## config.mk

```make
export PLATFORM = sky130hd
export DESIGN_NAME = crc_frame_tracker
export DESIGN_NICKNAME = d
export VERILOG_FILES = /design/src/rtl/crc16_chk_pkg.sv /design/src/rtl/crc_frame_tracker.sv
export SDC_FILE = /design/constraint.sdc
export NUM_CORES = 1
export LEC_CHECK = 0
export BUFFER_PORTS_ARGS = -buffer_cell sky130_fd_sc_hd__clkbuf_2
export CORE_AREA = 4 4 41 43
export DETAILED_ROUTE_END_ITERATION = 6
export DIE_AREA = 0 0 45 47
export GPL_TIMING_DRIVEN = 0
export SYNTH_ARGS = -nofsm -noshare
export SYNTH_HDL_FRONTEND = slang
export SYNTH_SLANG_ARGS = --single-unit
```

## constraint.sdc

```tcl
create_clock -name clk -period 1.5 [get_ports clk]
set_input_delay 0.225 -clock clk [delete_from_list [all_inputs] [get_ports clk]]
set_output_delay 0.225 -clock clk [all_outputs]
set_load 0.02 [all_outputs]
```

## src/rtl/crc16_chk_pkg.sv

```systemverilog
package crc16_chk_pkg;

    localparam int          CRC_W       = 16;
    localparam logic [15:0] CRC_PRESET  = 16'hFFFF;
    localparam logic [15:0] CRC_RESIDUE = 16'hF0B8;

    typedef enum logic {
        TRK_IDLE = 1'b0,
        TRK_RUN  = 1'b1
    } trk_state_e;

    typedef struct packed {
        logic accept;   // byte is absorbed into the CRC
        logic first;    // byte opens a new frame
        logic last;     // byte completes the frame
        logic abort;    // byte opens a frame while another is open
    } trk_ctl_t;

    // Byte-wide reflected CCITT update
    function automatic logic [15:0] crc16_step(input logic [15:0] c, input logic [7:0] d);
        logic [7:0] t;
        t = c[7:0] ^ d;
        t = t ^ (t << 4);
        return (c >> 8) ^ {t, 8'h00} ^ {5'b0, t, 3'b0} ^ {12'b0, t[7:4]};
    endfunction

endpackage

```

## src/rtl/crc_frame_tracker.sv

```systemverilog
module crc_frame_tracker
    import crc16_chk_pkg::*;
#(
    parameter int FRAME_LEN = 55
) (
    input  logic     clk,
    input  logic     rst,
    input  logic     in_valid,
    input  logic     in_sof,
    output trk_ctl_t ctl
);
    localparam int CW = $clog2(FRAME_LEN + 1);

    trk_state_e    state_q;
    logic [CW-1:0] cnt_q;

    always_comb begin
        ctl.first  = in_valid && in_sof;
        ctl.accept = in_valid && (in_sof || state_q == TRK_RUN);
        ctl.abort  = ctl.first && state_q == TRK_RUN;
        if (ctl.first)
            ctl.last = (FRAME_LEN == 1);
        else
            ctl.last = ctl.accept && (cnt_q == CW'(FRAME_LEN - 1));
    end

    always_ff @(posedge clk) begin
        if (rst) begin
            state_q <= TRK_IDLE;
            cnt_q   <= '0;
        end else if (ctl.accept) begin
            if (ctl.last) begin
                state_q <= TRK_IDLE;
                cnt_q   <= '0;
            end else if (ctl.first) begin
                state_q <= TRK_RUN;
                cnt_q   <= CW'(1);
            end else begin
                cnt_q   <= cnt_q + CW'(1);
            end
        end
    end

    AST_RUN_COUNT_RANGE: assert property (@(posedge clk) disable iff (rst)
        state_q == TRK_RUN |-> (cnt_q >= CW'(1) && cnt_q <= CW'(FRAME_LEN - 1)));
    AST_IDLE_COUNT_CLEAR: assert property (@(posedge clk) disable iff (rst)
        state_q == TRK_IDLE |-> cnt_q == '0);
    AST_ABORT_RESTARTS: assert property (@(posedge clk) disable iff (rst)
        ctl.abort |=> (state_q == TRK_RUN && cnt_q == CW'(1)));

endmodule

```

# --- Yosys cells after proc, flatten, opt, wreduce, memory -nomap -nowiden ---
# Index checks and enable logic that the tools add are counted.
classes:
  addsub: 1
  n_reduce_logical: 7
  eq_ne: 1
  mux: 5
op_table:
  columns: ["op", "n"]
  rows:
  - ["6-bit two-way mux", 2]
  - ["6-bit by 1-bit adder with 6-bit output (second input constant)", 1]
  - ["6-bit equality test (second input constant)", 1]
  - ["1-bit logical AND", 4]
  - ["1-bit two-way mux", 3]
  - ["2-bit AND reduction", 1]
  - ["2-bit nonzero test", 1]
  - ["1-bit logical OR", 1]
totals:
  inputBits: 4
  output_inout_bits: 4
  reg_bits: 7

# --- Depth between registers and ports, before layout ---
# Gate-level depths: netlist of the first run.
logic_depth:
  word_depth: 6
  ltp_mapped: 5

# --- Least setup slack after synthesis of the first run ---
# No wires, ideal clock.
synth_path:
  kind: "register to register"
  start: "reg cnt_q[0]"
  end: "reg cnt_q[3]"
  slack_ns: 0.016
  n_path_buf: 0
  arrival_ns: 1.415
  t_required_ns: 1.430
  path_stages_with_launch: 6
  path_cell_list: "dfxtp_1 > inv_1 > ha_1 > and4b_4 > or4_1 > a21oi_1"
synth_via:
  elab_chain_cells: 4
synth_rtl:
  columns: ["item", "line_no", "text"]
  rows:
  - ["start: declaration", "crc_frame_tracker.sv:15", "logic [CW-1:0] cnt_q;"]
  - ["start signal: assignment", "crc_frame_tracker.sv:39", "cnt_q <= cnt_q + CW'(1);"]
  - ["parallel branches: the longest is 3 deep, another holds 6-bit by 1-bit adder with 6-bit output", null, null]
  - ["6-bit two-way mux *", "crc_frame_tracker.sv:32", "if (ctl.last) begin"]
# Mark *: on every way between the ends.
# A chain may end at the register's enable or synchronous reset.

==> impl.org, run 1 <==
** Critical path
- At the worst endpoint, the arrival time is 1.30 ns.
- Kind of cell adding the most delay to the critical path :: simple AND/OR/NAND/NOR gates
- Top fanout value on the critical path :: 2
- Series of cell instances along the critical path :: inv_4 -> ha_4 -> nand4b_1 -> nor3_2 -> buf_4
- Critical path buffers and inverters :: 2
- On the worst path, the slowest cell contributes a delay of 0.35 ns.
- Required time of the critical path :: 1.27 ns
- The largest individual stage delay along the critical path comes from the cell sky130_fd_sc_hd__dfxtp_4.
- The setup path with the least slack is of type reg2out.
- STA classifies the critical path endpoint as an output pin.
- CP startpoint kind :: register

** Logic synthesis
- Number of nets in the synthesized netlist :: 52
- Dominant cell type by area after synthesis :: sky130_fd_sc_hd__dfxtp_1
- Commonest cells post-synth :: sky130_fd_sc_hd__dfxtp_1 (7), sky130_fd_sc_hd__nand2_1 (6), sky130_fd_sc_hd__a21oi_1 (5)
- Count of yosys warnings during synthesis :: 0
- The synthesized netlist occupies a cell area of 388 um^2.
- Synth top area cells :: sky130_fd_sc_hd__dfxtp_1 (36%), sky130_fd_sc_hd__a21oi_1 (6.5%), sky130_fd_sc_hd__ha_1 (6.5%), sky130_fd_sc_hd__nand2_1 (5.8%), sky130_fd_sc_hd__o21ai_0 (3.9%)
- Most common flop cell mapped by yosys :: sky130_fd_sc_hd__dfxtp_1
- Sequential fraction of the synthesis area :: 36.1%
- After synthesis, the largest area contributor takes up 36.1% of total cell area.
- The average instance in the mapped netlist occupies 8.43 um^2.
- Fraction of registers with async set or reset after synthesis :: 0%
- After synthesis the netlist holds a flip-flop and latch count of 7.
- Library cell with the highest instance count after synthesis :: sky130_fd_sc_hd__dfxtp_1
- Synthesized instance count :: 46
- In this run, synthesis inferred 0 flip-flops with an integrated enable.
- The number of different library cells used by synthesis comes to 22.

** Run status
- The checks that failed: negative setup slack.
- Run status :: complete, but fails checks

** Power and ir drop
- Ratio of total power to cell area :: 763 nW/um^2
- Summed over all cells, the static leakage comes to 0.197 nW.
- Final Total Pwr :: 0.409 mW
- Max VDD drop :: 481 uV

** Timing
- Setup TNS :: -0.0329 ns
- Post-Route Skew :: 0.00101 ns
- Remaining max-slew budget at the tightest pin :: 72.5%
- At the pin with the least slew margin, the transition time is 0.411 ns.
- Final count of pins violating max slew :: 0
- Minimum clock period after layout :: 1.53 ns
- Maximum frequency from static timing analysis :: 0.655 GHz
- Number of setup violations in the final report :: 2
- The hold violation count in the final report came to 0.
- Final period util :: 102%
- In the post-route analysis, the smallest setup slack over all paths is -0.0270 ns.
- Setup repair after global routing missed its margin :: true

** GRT
- The via count of the first global-routing pass is 404.
- met2 is the most crowded layer.
- Met3 GRT Util :: 3.45%
- Global routing used 12.6% of the available met1 tracks.
- Wire length of the first global-routing pass :: 1750 um
- Global routing finished with a remaining overflow of 0.
- Total routing resource utilization after global routing :: 11.9%
- Number of antenna violations at the first check in global routing :: 0
- Entering global routing, the biggest net connects 10 pins.
- In the global route stage, met2 resource usage came out at 20.1%.

** Drt
- Routed len/inst :: 12.8 um
- After detailed routing, the total wire length is 986 um.
- The count of nets left with antenna violations once routing finished came out at 0.
- Number of vias in the routed layout :: 409
- 1st-iter DRT viols :: 5
- Post-detailed-route DRC marker count :: 0
- Dividing the detail-routed via count by the number of cells gives 5.31.
- The first detailed-routing pass took 2 iterations.

** CTS
- Max H-tree Level :: 1
- The clock passes through at most 2 buffers.
- TritonCTS built the clock tree.
- In this run, post-CTS hold repair placed 0 buffers.
- Number of buffers added by the clock tree synthesis step :: 3
- The cell sitting at the root of the clock tree is a sky130_fd_sc_hd__clkbuf_4.
- Clock slew at the register clock pins of the worst setup and hold paths :: 0.05 ns
- Clock latency at the later pin of the worst-skew pair :: 0.25 ns
- Counting every sink on the clock net gives 7.

** Die
- The floorplan step set the die width to 45 um.
- Die Footprint :: 2120 um^2
- The region available for standard cell placement spans 1300 um^2.
- The floorplan step set the die height to 47 um.
- Row generation in the floorplan step produced 13 rows.
- For this configuration, the core starts out at a cell density of 29.8%.
- During I/O placement, the number of pins put on the boundary was 8.

** Layout
- Area Growth Syn to Fin :: 38.1%
- Counting the fill cells in the layout gives 141.
- Summing all multi-input logic gate instances after layout gives 250 um^2.
- The sequential cells in the finished layout cover a total of 148 um^2.
- At the end of the flow the core is filled with cells to 41.2%.
- 0 antenna diodes ended up in the layout.
- Total Nets Final :: 69
- Share of cells above drive strength 1 :: 37.1%

** Placed design
- DP Worst Slack :: -0.0649 ns
- Gpl congestion :: 0.758
- DP HPWL :: 655 um
- PortBufs :: 7

** Run
- Max-cap violations in this run came to 0.

** Hold path
- The path class of the tightest hold or removal check is in2reg.
[cell families (layout without fill, tap and decap cells)]
group	count (synthesis)	in the layout	synth area share (%)
adder cells (fa/ha/maj)	2	2	6.45
AND/OR/NAND/NOR	18	18	27.4
buffers and inverters	4	20	3.87
AO/OA/AOI/OAI	15	15	26.1
flip-flops	7	7	36.1
[worst register-to-register path, cell delays in order (launching register included)]
cell and delay [ns]:
sky130_fd_sc_hd__dfxtp_4 0.35, sky130_fd_sc_hd__inv_4 0.05, sky130_fd_sc_hd__ha_4 0.12, sky130_fd_sc_hd__nand4b_1 0.17, sky130_fd_sc_hd__buf_4 0.18, sky130_fd_sc_hd__buf_4 0.12
sky130_fd_sc_hd__buf_4 0.14, sky130_fd_sc_hd__a211oi_1 0.19, sky130_fd_sc_hd__nor3b_1 0.08
[cell type report]
| class | instances | share of cell area, % |
|---|---|---|
| Timing Repair Buffer | 12 | 14.0 |
| Multi-Input combinational cell | 35 | 46.7 |
| Tap cell | 15 | 3.50 |
| Sequential cell | 7 | 27.6 |
| Inverter | 4 | 3.27 |
| Clock buffer | 4 | 4.91 |
[path summary, 6_finish.rpt]
path	startpoint	endpoint	slack, ns	depth (start not counted)
setup / recovery	cnt_q[0]$_SDFFE_PP0P_	ctl[1]	-0.03	5
hold / removal	rst	cnt_q[1]$_SDFFE_PP0P_	0.17	2
setup reg to reg	cnt_q[0]$_SDFFE_PP0P_	cnt_q[5]$_SDFFE_PP0P_	-0.01	8
hold reg to reg	cnt_q[4]$_SDFFE_PP0P_	cnt_q[4]$_SDFFE_PP0P_	0.55	2
[report_power, final]
part | switching [mW] | internal, mW | total (mW)
combinational | 0.0273 | 0.0187 | 0.0460
sequential | 0.00515 | 0.189 | 0.194
clock | 0.0669 | 0.101 | 0.168
total | 0.0994 | 0.309 | 0.409
[per-stage QoR]
| step | hold slack, ns | instance area (um^2) | instances |
|---|---|---|---|
| after floorplan | 0.294 | 388 | 46 |
| after global placement | 0.449 | 442 | 68 |
| after detailed placement | 0.448 | 442 | 68 |
| after CTS | 0.172 | 520 | 76 |
| after global routing | 0.186 | 536 | 77 |
| final | 0.175 | 536 | 77 |
[cell usage in the layout, fill, tap and decap left out]
master and count:
sky130_fd_sc_hd__and3_1 1, sky130_fd_sc_hd__dfxtp_1 5, sky130_fd_sc_hd__a31oi_1 2, sky130_fd_sc_hd__nand4b_1 1
sky130_fd_sc_hd__o21a_1 1, sky130_fd_sc_hd__inv_1 3, sky130_fd_sc_hd__a211oi_1 1, sky130_fd_sc_hd__or3_1 1
sky130_fd_sc_hd__o211ai_2 1, sky130_fd_sc_hd__or4_1 1, sky130_fd_sc_hd__a2111o_1 1, sky130_fd_sc_hd__nor3_1 1
sky130_fd_sc_hd__clkbuf_1 1, sky130_fd_sc_hd__a21oi_1 5, sky130_fd_sc_hd__dfxtp_4 2, sky130_fd_sc_hd__nand2_1 6
sky130_fd_sc_hd__ha_4 1, sky130_fd_sc_hd__nor3_2 1, sky130_fd_sc_hd__inv_4 1, sky130_fd_sc_hd__and4b_4 1
sky130_fd_sc_hd__buf_4 6, sky130_fd_sc_hd__clkbuf_2 6, sky130_fd_sc_hd__nor3b_1 1, sky130_fd_sc_hd__nand3_1 1
sky130_fd_sc_hd__o21ai_1 1, sky130_fd_sc_hd__nand2b_1 2, sky130_fd_sc_hd__clkbuf_4 3, sky130_fd_sc_hd__nand4_1 1
sky130_fd_sc_hd__a211o_2 1, sky130_fd_sc_hd__ha_1 1, sky130_fd_sc_hd__o21ai_0 2
[sequential cells by signal (all words and copies together) (netlist names)]
signal,cells
cnt_q,6
state_q,1
[metal layers]
metal | routed length [um] | part of all wire, %
met1 | 436 | 44
met2 | 492 | 50
met3 | 43 | 4.4
met4 | 14 | 1.4
met5 | 0 | 0
[what timing repair did]
action / in CTS / in global routing
resized for setup: 8 / 4
setup buffers: 4 / 1
setup endpoints to repair: 2 / 4
pin swaps: 2 / 2
No activity file was read; power rests on OpenSTA's default activity.
==> run 2, diff against run 1 <==
--- a/config.mk
+++ b/config.mk
@@ -10,6 +10,7 @@
 export DETAILED_ROUTE_END_ITERATION = 6
 export DIE_AREA = 0 0 45 47
 export GPL_TIMING_DRIVEN = 0
+export PLACE_DENSITY = 0.57
 export SYNTH_ARGS = -nofsm -noshare
 export SYNTH_HDL_FRONTEND = slang
 export SYNTH_SLANG_ARGS = --single-unit
==> impl.org, run 2 (synthesis results as in run 1) <==
** Run status
- Run status :: complete, no violations

** Hold path
- The number of stages on the worst hold path came to 2 (unchanged).
- Class of the worst hold path :: in2reg
- Hold Path Sink :: state_q$_SDFFE_PP0P_
- The startpoint identified for the worst hold timing path is rst.

** CTS
- The hold buffer count at cts came to 0 (unchanged).
- The clock latency on the worst-skew pair is 0.26 ns (about the same).
- Number of buffers added by the clock tree synthesis step :: 3 (unchanged)
- The deepest clock path buffer count is 2 (unchanged).
- # clock sinks :: 7 (unchanged)
- TritonCTS built the clock tree.
- Max H-tree Level :: 1 (unchanged)
- Clock tree root buffer cell :: sky130_fd_sc_hd__clkbuf_4
- Clock slew at the register clock pins of the worst setup and hold paths :: 0.06 ns (about the same)

** Critical path
- In this run the critical register-to-register path is launched from cnt_q[0]$_SDFFE_PP0P_.
- End of the worst register-to-register path :: cnt_q[5]$_SDFFE_PP0P_
- Crit Path Class :: reg2out
- Required time of the critical path :: 1.27 ns (about the same)
- The sum of buffers and inverters on the critical path is 2 (unchanged).
- STA classifies the critical path endpoint as an output pin.
- Kind of cell adding the most delay to the critical path :: flip-flops
- Arrival @ worst endpoint :: 1.27 ns (-0.03 ns)
- Top fanout value on the critical path :: 2 (unchanged)
- The slowest stage of the critical path is the sky130_fd_sc_hd__dfxtp_4 cell.
- Reg2reg setup slack :: 0.04 ns (+0.05 ns)
- Series of cell instances along the critical path :: inv_2 -> ha_4 -> nand4b_1 -> nor3_2 -> buf_4
- Slowest stage delay, CP :: 0.34 ns (about the same)
- CP startpoint kind :: register
- Worst Reg-to-Reg Cells :: 8 (unchanged)

** Die
- Initial cell density of the core :: 29.8% (unchanged)
- Die Footprint :: 2120 um^2 (unchanged)
- Core ar. :: 1300 um^2 (unchanged)
- Count of pins on the block boundary :: 8 (unchanged)
- The site row count was 13 (unchanged).
- The height of the die is 47 um (unchanged).
- Die width :: 45 um (unchanged)

** Drt
- The DRC violation count after routing came to 0 (unchanged).
- The total via count in the routed design is 394 (-3.7%).
- Routed len/inst :: 12.3 um (-4.3%)
- The via count normalized by instance count came to 5.18 (-2.4%).
- The wire length after detailed routing came to 931 um (-5.6%).
- The number of DRC markers after the initial detailed-route iteration came to 10 (+5).
- The antenna violation net count after detailed routing came to 0 (unchanged).
- Number of iterations in the first detailed-routing pass :: 3 (+1)

** Timing
- Final period util :: 99.3% (-2.5 points)
- The final hold slack was 0.178 ns (+0.00331 ns).
- Setup repair after global routing missed its margin :: true
- Post-Route Skew :: 0.00943 ns (+0.00843 ns)
- The post-route worst setup slack is 0.00979 ns (+0.0368 ns).
- Transition time at the pin with the least slew margin :: 0.384 ns (-0.0271 ns)
- Number of setup violations in the final report :: 0 (-2)
- The hold violation count in the final report is 0 (unchanged).
- The final count of pins violating max slew is 0 (unchanged).
- The final critical delay including setup and external delays is 1.49 ns (-0.0368 ns).
- The highest clock rate came to 0.671 GHz (+2.5%).
- The setup TNS is 0 ns (+0.0329 ns).
- Remaining max-slew budget at the tightest pin :: 74.3% (+1.8 points)

** GRT
- Number of antenna violations at the first check in global routing :: 0 (unchanged)
- The global-route congestion overflow total came to 0 (unchanged).
- Total routing resource utilization after global routing :: 10.8% (-1.1 points)
- Vias in the first global route :: 375 (-7.2%)
- The wire length of the first global-routing pass was 1610 um (-7.9%).
- Maximum number of pins on one net before global-route repair :: 10 (unchanged)

** Power and ir drop
- The leakage power came to 0.191 nW (-3.0%).
- Max VDD drop :: 444 uV (-7.7%)
- The power per unit of standard cell area is 792 nW/um^2 (+3.9%).
- Final Total Pwr :: 0.416 mW (+1.9%)

** Layout
- The post-layout net count was 68 (-1.4%).
- The area taken by flip-flops and latches is 148 um^2 (unchanged).
- Share of cells above drive strength 1 :: 36.1% (-1.0 points)
- Filler cell count :: 152 (+7.8%)
- Register with the most flip-flops :: cnt_q
- Antenna diodes :: 0 (unchanged)
- The flip-flop count of the largest register, all copies and words added came to 6 (unchanged).
- Final standard cell utilization of the core :: 40.4% (-0.77 points)
- Leaving out fill and tap cells, the most frequent cells in the layout are sky130_fd_sc_hd__nand2_1 (6), sky130_fd_sc_hd__clkbuf_2 (6), sky130_fd_sc_hd__a21oi_1 (5), sky130_fd_sc_hd__dfxtp_1 (5), sky130_fd_sc_hd__buf_4 (5).
- In the final layout, the registers with the most flip-flops are cnt_q x6, state_q x1.
- The area taken by multi-input logic gates came to 250 um^2 (unchanged).
- Area Growth Syn to Fin :: 35.5%

** Placed design
- Gpl congestion :: 0.710 (-6.3%)
- The worst setup slack before clock tree synthesis was -0.0804 ns (-0.0156 ns).
- DP HPWL :: 627 um (-4.3%)
- PortBufs :: 7 (unchanged)

** Run
- Max-capacitance violation count :: 0 (unchanged)
-- run 2: cell count changes in the layout (fill, tap and decap cells not counted) --
cell,delta
sky130_fd_sc_hd__inv_4,-1
sky130_fd_sc_hd__o21ai_0,+1
sky130_fd_sc_hd__buf_4,-1
sky130_fd_sc_hd__inv_2,+1
sky130_fd_sc_hd__o21ai_1,-1
-- run 2: how the worst max path moves through the flow --
stage | start | endpoint | slack, ns | cells after the start
finish | cnt_q[0]$_SDFFE_PP0P_ | ctl[1] | 0.01 | 5
CTS | cnt_q[0]$_SDFFE_PP0P_ | ctl[1] | -0.06 | 5
global route | cnt_q[0]$_SDFFE_PP0P_ | ctl[1] | -0.07 | 5
detailed placement | cnt_q[0]$_SDFFE_PP0P_ | cnt_q[3]$_SDFFE_PP0P_ | -0.08 | 5
global placement | cnt_q[0]$_SDFFE_PP0P_ | cnt_q[3]$_SDFFE_PP0P_ | -0.04 | 5
floorplan | cnt_q[0]$_SDFFE_PP0P_ | cnt_q[3]$_SDFFE_PP0P_ | 0.02 | 5
-- run 2: cell type report --
type,instances,share of cell area [%]
Multi-Input combinational cell,35,47.6
Sequential cell,7,28.1
Timing Repair Buffer,11,12.9
Clock buffer,4,5.00
Tap cell,15,3.57
Inverter,4,2.86
-- run 2: power by group --
group,switching [mW],leakage (nW),internal (mW)
registers,0.00480,0.0583,0.189
logic,0.0267,0.118,0.0173
clock network,0.0767,0.0150,0.102
total,0.108,0.191,0.308
-- run 2: timing repair --
action	4_1_cts	5_1_grt
buffers inserted	4	0
pin swaps	2	1
gates resized for setup	8	2
endpoints found under the setup margin	2	3
hold endpoints to repair	0	0
-- run 2: metal layers --
layer | share of wire, % | vias up | wire (um) | global-route usage (%)
met1 | 47 | 178 | 433 | 12.8
met5 | 0 | - | 0 | 0
li1 | - | 204 | - | -
met4 | 1.8 | 0 | 17 | 5.26
met3 | 6.9 | 2 | 64 | 4.98
met2 | 45 | 10 | 415 | 16.4
-- run 2: per-stage QoR --
stage          std cells  area [um^2]
2_1_floorplan         46          388
3_3_place_gp          68          442
3_5_place_dp          68          442
4_1_cts               76          520
5_1_grt               76          526
6_report              76          526
==> run 3, diff against run 2 <==
--- a/config.mk
+++ b/config.mk
@@ -5,8 +5,9 @@
 export SDC_FILE = /design/constraint.sdc
 export NUM_CORES = 1
 export LEC_CHECK = 0
-export BUFFER_PORTS_ARGS = -buffer_cell sky130_fd_sc_hd__clkbuf_2
+export BUFFER_PORTS_ARGS = -buffer_cell sky130_fd_sc_hd__buf_4
 export CORE_AREA = 4 4 41 43
+export CTS_CLUSTER_DIAMETER = 120
 export DETAILED_ROUTE_END_ITERATION = 6
 export DIE_AREA = 0 0 45 47
 export GPL_TIMING_DRIVEN = 0
==> impl.org, run 3 (synthesis results as in run 1) <==
** Critical path
- Crit path capture type :: output pin
- The worst reg-to-reg path cell count is 8 (unchanged).
- The critical path starts at cnt_q[0]$_SDFFE_PP0P_.
- The slowest stage of the critical path is the sky130_fd_sc_hd__dfxtp_4 cell.
- The top fanout value on the critical path is 2 (unchanged).
- Kind of cell adding the most delay to the critical path :: flip-flops
- The data required time at the worst endpoint is 1.27 ns (about the same).
- The signal arrival time at the worst endpoint came to 1.28 ns (about the same).
- Launch instance of the worst register-to-register path :: cnt_q[0]$_SDFFE_PP0P_
- Walking the worst path, the cells encountered are inv_4 -> ha_4 -> nand4b_1 -> nor3_1 -> buf_4.
- CP startpoint kind :: register
- Slowest stage delay, CP :: 0.35 ns (about the same)
- Crit Path Class :: reg2out
- The sum of buffers and inverters on the critical path came to 2 (unchanged).
- The logic depth of the worst setup path including buffers was 5 (unchanged).

** Run status
- The final reports fail on negative setup slack.
- Run status :: complete, but fails checks

** Run
- The max-capacitance violation count came to 0 (unchanged).

** Hold path
- In this run the most critical hold path is launched from rst.
- Class of the worst hold path :: in2reg
- The number of stages on the worst hold path is 2 (unchanged).

** Placed design
- DP HPWL :: 638 um (+1.7%)
- Gpl congestion :: 0.806 (+13%)
- The number of buffers inserted by port buffering came to 7 (unchanged).

** Power and ir drop
- The switching power is 0.110 mW (+2.0%).
- The sequential group share of total power is 45.7% (-0.8 points).
- Leakage :: 0.201 nW (+5.4%)
- Combinational group share of total power :: 11.7% (+1.1 points)
- Final Total Pwr :: 0.424 mW (+1.8%)
- Clock network fraction of total power :: 42.5% (-0.4 points)
- The internal portion of total power is 0.314 mW (+1.8%).
- Max VDD drop :: 509 uV (+15%)
- Switching portion of total power :: 26.0% (+0.045 points)
- Ratio of total power to cell area :: 770 nW/um^2 (-2.8%)

** Drt
- Number of iterations in the first detailed-routing pass :: 4 (+1)
- Post-detailed-route DRC marker count :: 0 (unchanged)
- Routed len/inst :: 13.1 um (+7.1%)
- Number of vias in the routed layout :: 402 (+2.0%)
- Total wire length after detailed routing :: 1010 um (+8.5%)
- The antenna violation net count after detailed routing came to 0 (unchanged).
- Routed vias/inst :: 5.22 (+0.71%)
- 1st-iter DRT viols :: 6 (-4)

** CTS
- The hold buffer count at cts is 0 (unchanged).
- The maximum level of the CTS H-tree came to 1 (unchanged).
- The CTS sink count is 7 (unchanged).
- Number of buffers added by the clock tree synthesis step :: 3 (unchanged)
- Clock tree from TritonCTS :: built
- The cell sitting at the root of the clock tree is a sky130_fd_sc_hd__clkbuf_4.
- Clock slew at the register clock pins of the worst setup and hold paths :: 0.05 ns (about the same)
- Maximum root-to-sink buffer count :: 2 (unchanged)
- The clock latency on the worst-skew pair came to 0.26 ns (about the same).

** Timing
- The post-route worst setup slack is -0.00983 ns (-0.0196 ns).
- Setup repair after global routing missed its margin :: true
- Setup TNS :: -0.00983 ns (-0.00983 ns)
- The highest clock rate is 0.662 GHz (-1.3%).
- Minimum clock period after layout :: 1.51 ns (+0.0196 ns)
- Transition time at the pin with the least slew margin :: 0.421 ns (+0.0369 ns)
- Final count of pins violating max slew :: 0 (unchanged)
- Final Hold Violating Endpoints :: 0 (unchanged)
- The final clock period utilization by the worst path was 101% (+1.3 points).
- The headroom to the max-slew limit came to 71.9% (-2.5 points).
- The clock skew after layout came to 0.00393 ns (-0.00551 ns).
- Number of setup violations in the final report :: 1 (+1)

** Die
- Core ar. :: 1300 um^2 (unchanged)
- Die Footprint :: 2120 um^2 (unchanged)
- The die boundary width was 45 um (unchanged).
- The height of the die is 47 um (unchanged).
- Row cnt :: 13 (unchanged)
- The initial standard-cell utilization of the core came to 29.8% (unchanged).
- The boundary pin count came to 8 (unchanged).

** GRT
- Maximum number of pins on one net before global-route repair :: 10 (unchanged)
- Remaining global-route overflow :: 0 (unchanged)
- Number of antenna violations at the first check in global routing :: 0 (unchanged)
- The via count of the first global-routing pass is 405 (+8.0%).
- The wire length of the first global-routing pass was 1760 um (+9.5%).
- The total routing resource utilization after global routing came to 12.1% (+1.3 points).

** Layout
- The flip-flop count of the largest register, all copies and words added was 6 (unchanged).
- Total Nets Final :: 69 (+1.5%)
- Final standard cell utilization of the core :: 42.3% (+1.9 points)
- More flip-flops sit in one register than any other, and that register is cnt_q.
- Top flop regs :: cnt_q x6, state_q x1
- The fraction of layout cells with a size suffix above 1 was 37.1% (+1.0 points).
- In the layout the commonest cells are sky130_fd_sc_hd__buf_4 (12), sky130_fd_sc_hd__nand2_1 (6), sky130_fd_sc_hd__a21oi_1 (5), sky130_fd_sc_hd__dfxtp_1 (5).
- The number of antenna diodes is 0 (unchanged).
- Filler cell count :: 146 (-3.9%)
- The library cell used most frequently in the layout, excluding fill and tap cells, is sky130_fd_sc_hd__buf_4.
- The area growth from synthesis to layout is 41.9%.
[run 3: changes by cell type in the layout (fill, tap and decap cells not counted)]
cell and delta:
sky130_fd_sc_hd__buf_4 +7, sky130_fd_sc_hd__clkbuf_2 -6, sky130_fd_sc_hd__a211oi_1 -1, sky130_fd_sc_hd__a211oi_2 +1, sky130_fd_sc_hd__inv_2 -1, sky130_fd_sc_hd__inv_4 +1, sky130_fd_sc_hd__nor3_1 +1, sky130_fd_sc_hd__nor3_2 -1
[run 3: metrics by stage]
step                hold WS (ns)  area, um^2  setup WS, ns  cells
floorplan                  0.294         388        0.0155     46
global placement           0.424         459       -0.0478     68
detailed placement         0.420         459       -0.0581     68
CTS                        0.140         536       -0.0150     76
global route               0.150         551       -0.0648     77
finish                     0.147         551      -0.00983     77
[run 3: worst paths after layout]
check        slack, ns                    end
max reg2reg       0.06  cnt_q[5]$_SDFFE_PP0P_
min reg2reg       0.51  cnt_q[1]$_SDFFE_PP0P_
max              -0.01                 ctl[1]
min               0.15  cnt_q[1]$_SDFFE_PP0P_
[run 3: power groups by stage]
| stage | clock network, mW | logic [mW] | registers [mW] |
|---|---|---|---|
| floorplan | 0 | 0.0211 | 0.199 |
| global placement | 0 | 0.0411 | 0.201 |
| detailed placement | 0 | 0.0408 | 0.201 |
| CTS | 0.187 | 0.0488 | 0.193 |
| global route | 0.196 | 0.0551 | 0.195 |
| finish | 0.180 | 0.0497 | 0.194 |
[run 3: repair_timing]
action | in CTS | in global routing
setup buffers | 4 | 1
gates cloned | 0 | 0
pin swaps | 2 | 1
setup endpoints to repair | 2 | 3
resized for setup | 7 | 2
[run 3: final cells by class]
class	instances	area (um^2)	share of cell area, %
multi-input cells	35	250	45.5
flip-flops and latches	7	148	26.8
repair buffers	12	90.1	16.4
clock buffers	4	26.3	4.77
well taps	15	18.8	3.41
inverters	4	17.5	3.18
[run 3: routing by layer]
layer / global-route usage [%] / wire, um / vias to the layer above / part of all wire, %
li1: - / - / 206 / -
met1: 13.4 / 484 / 185 / 48
met2: 20.3 / 454 / 11 / 45
met3: 7.28 / 71 / 0 / 7.0
met4: 1.75 / 0 / 0 / 0
met5: 0 / 0 / - / 0
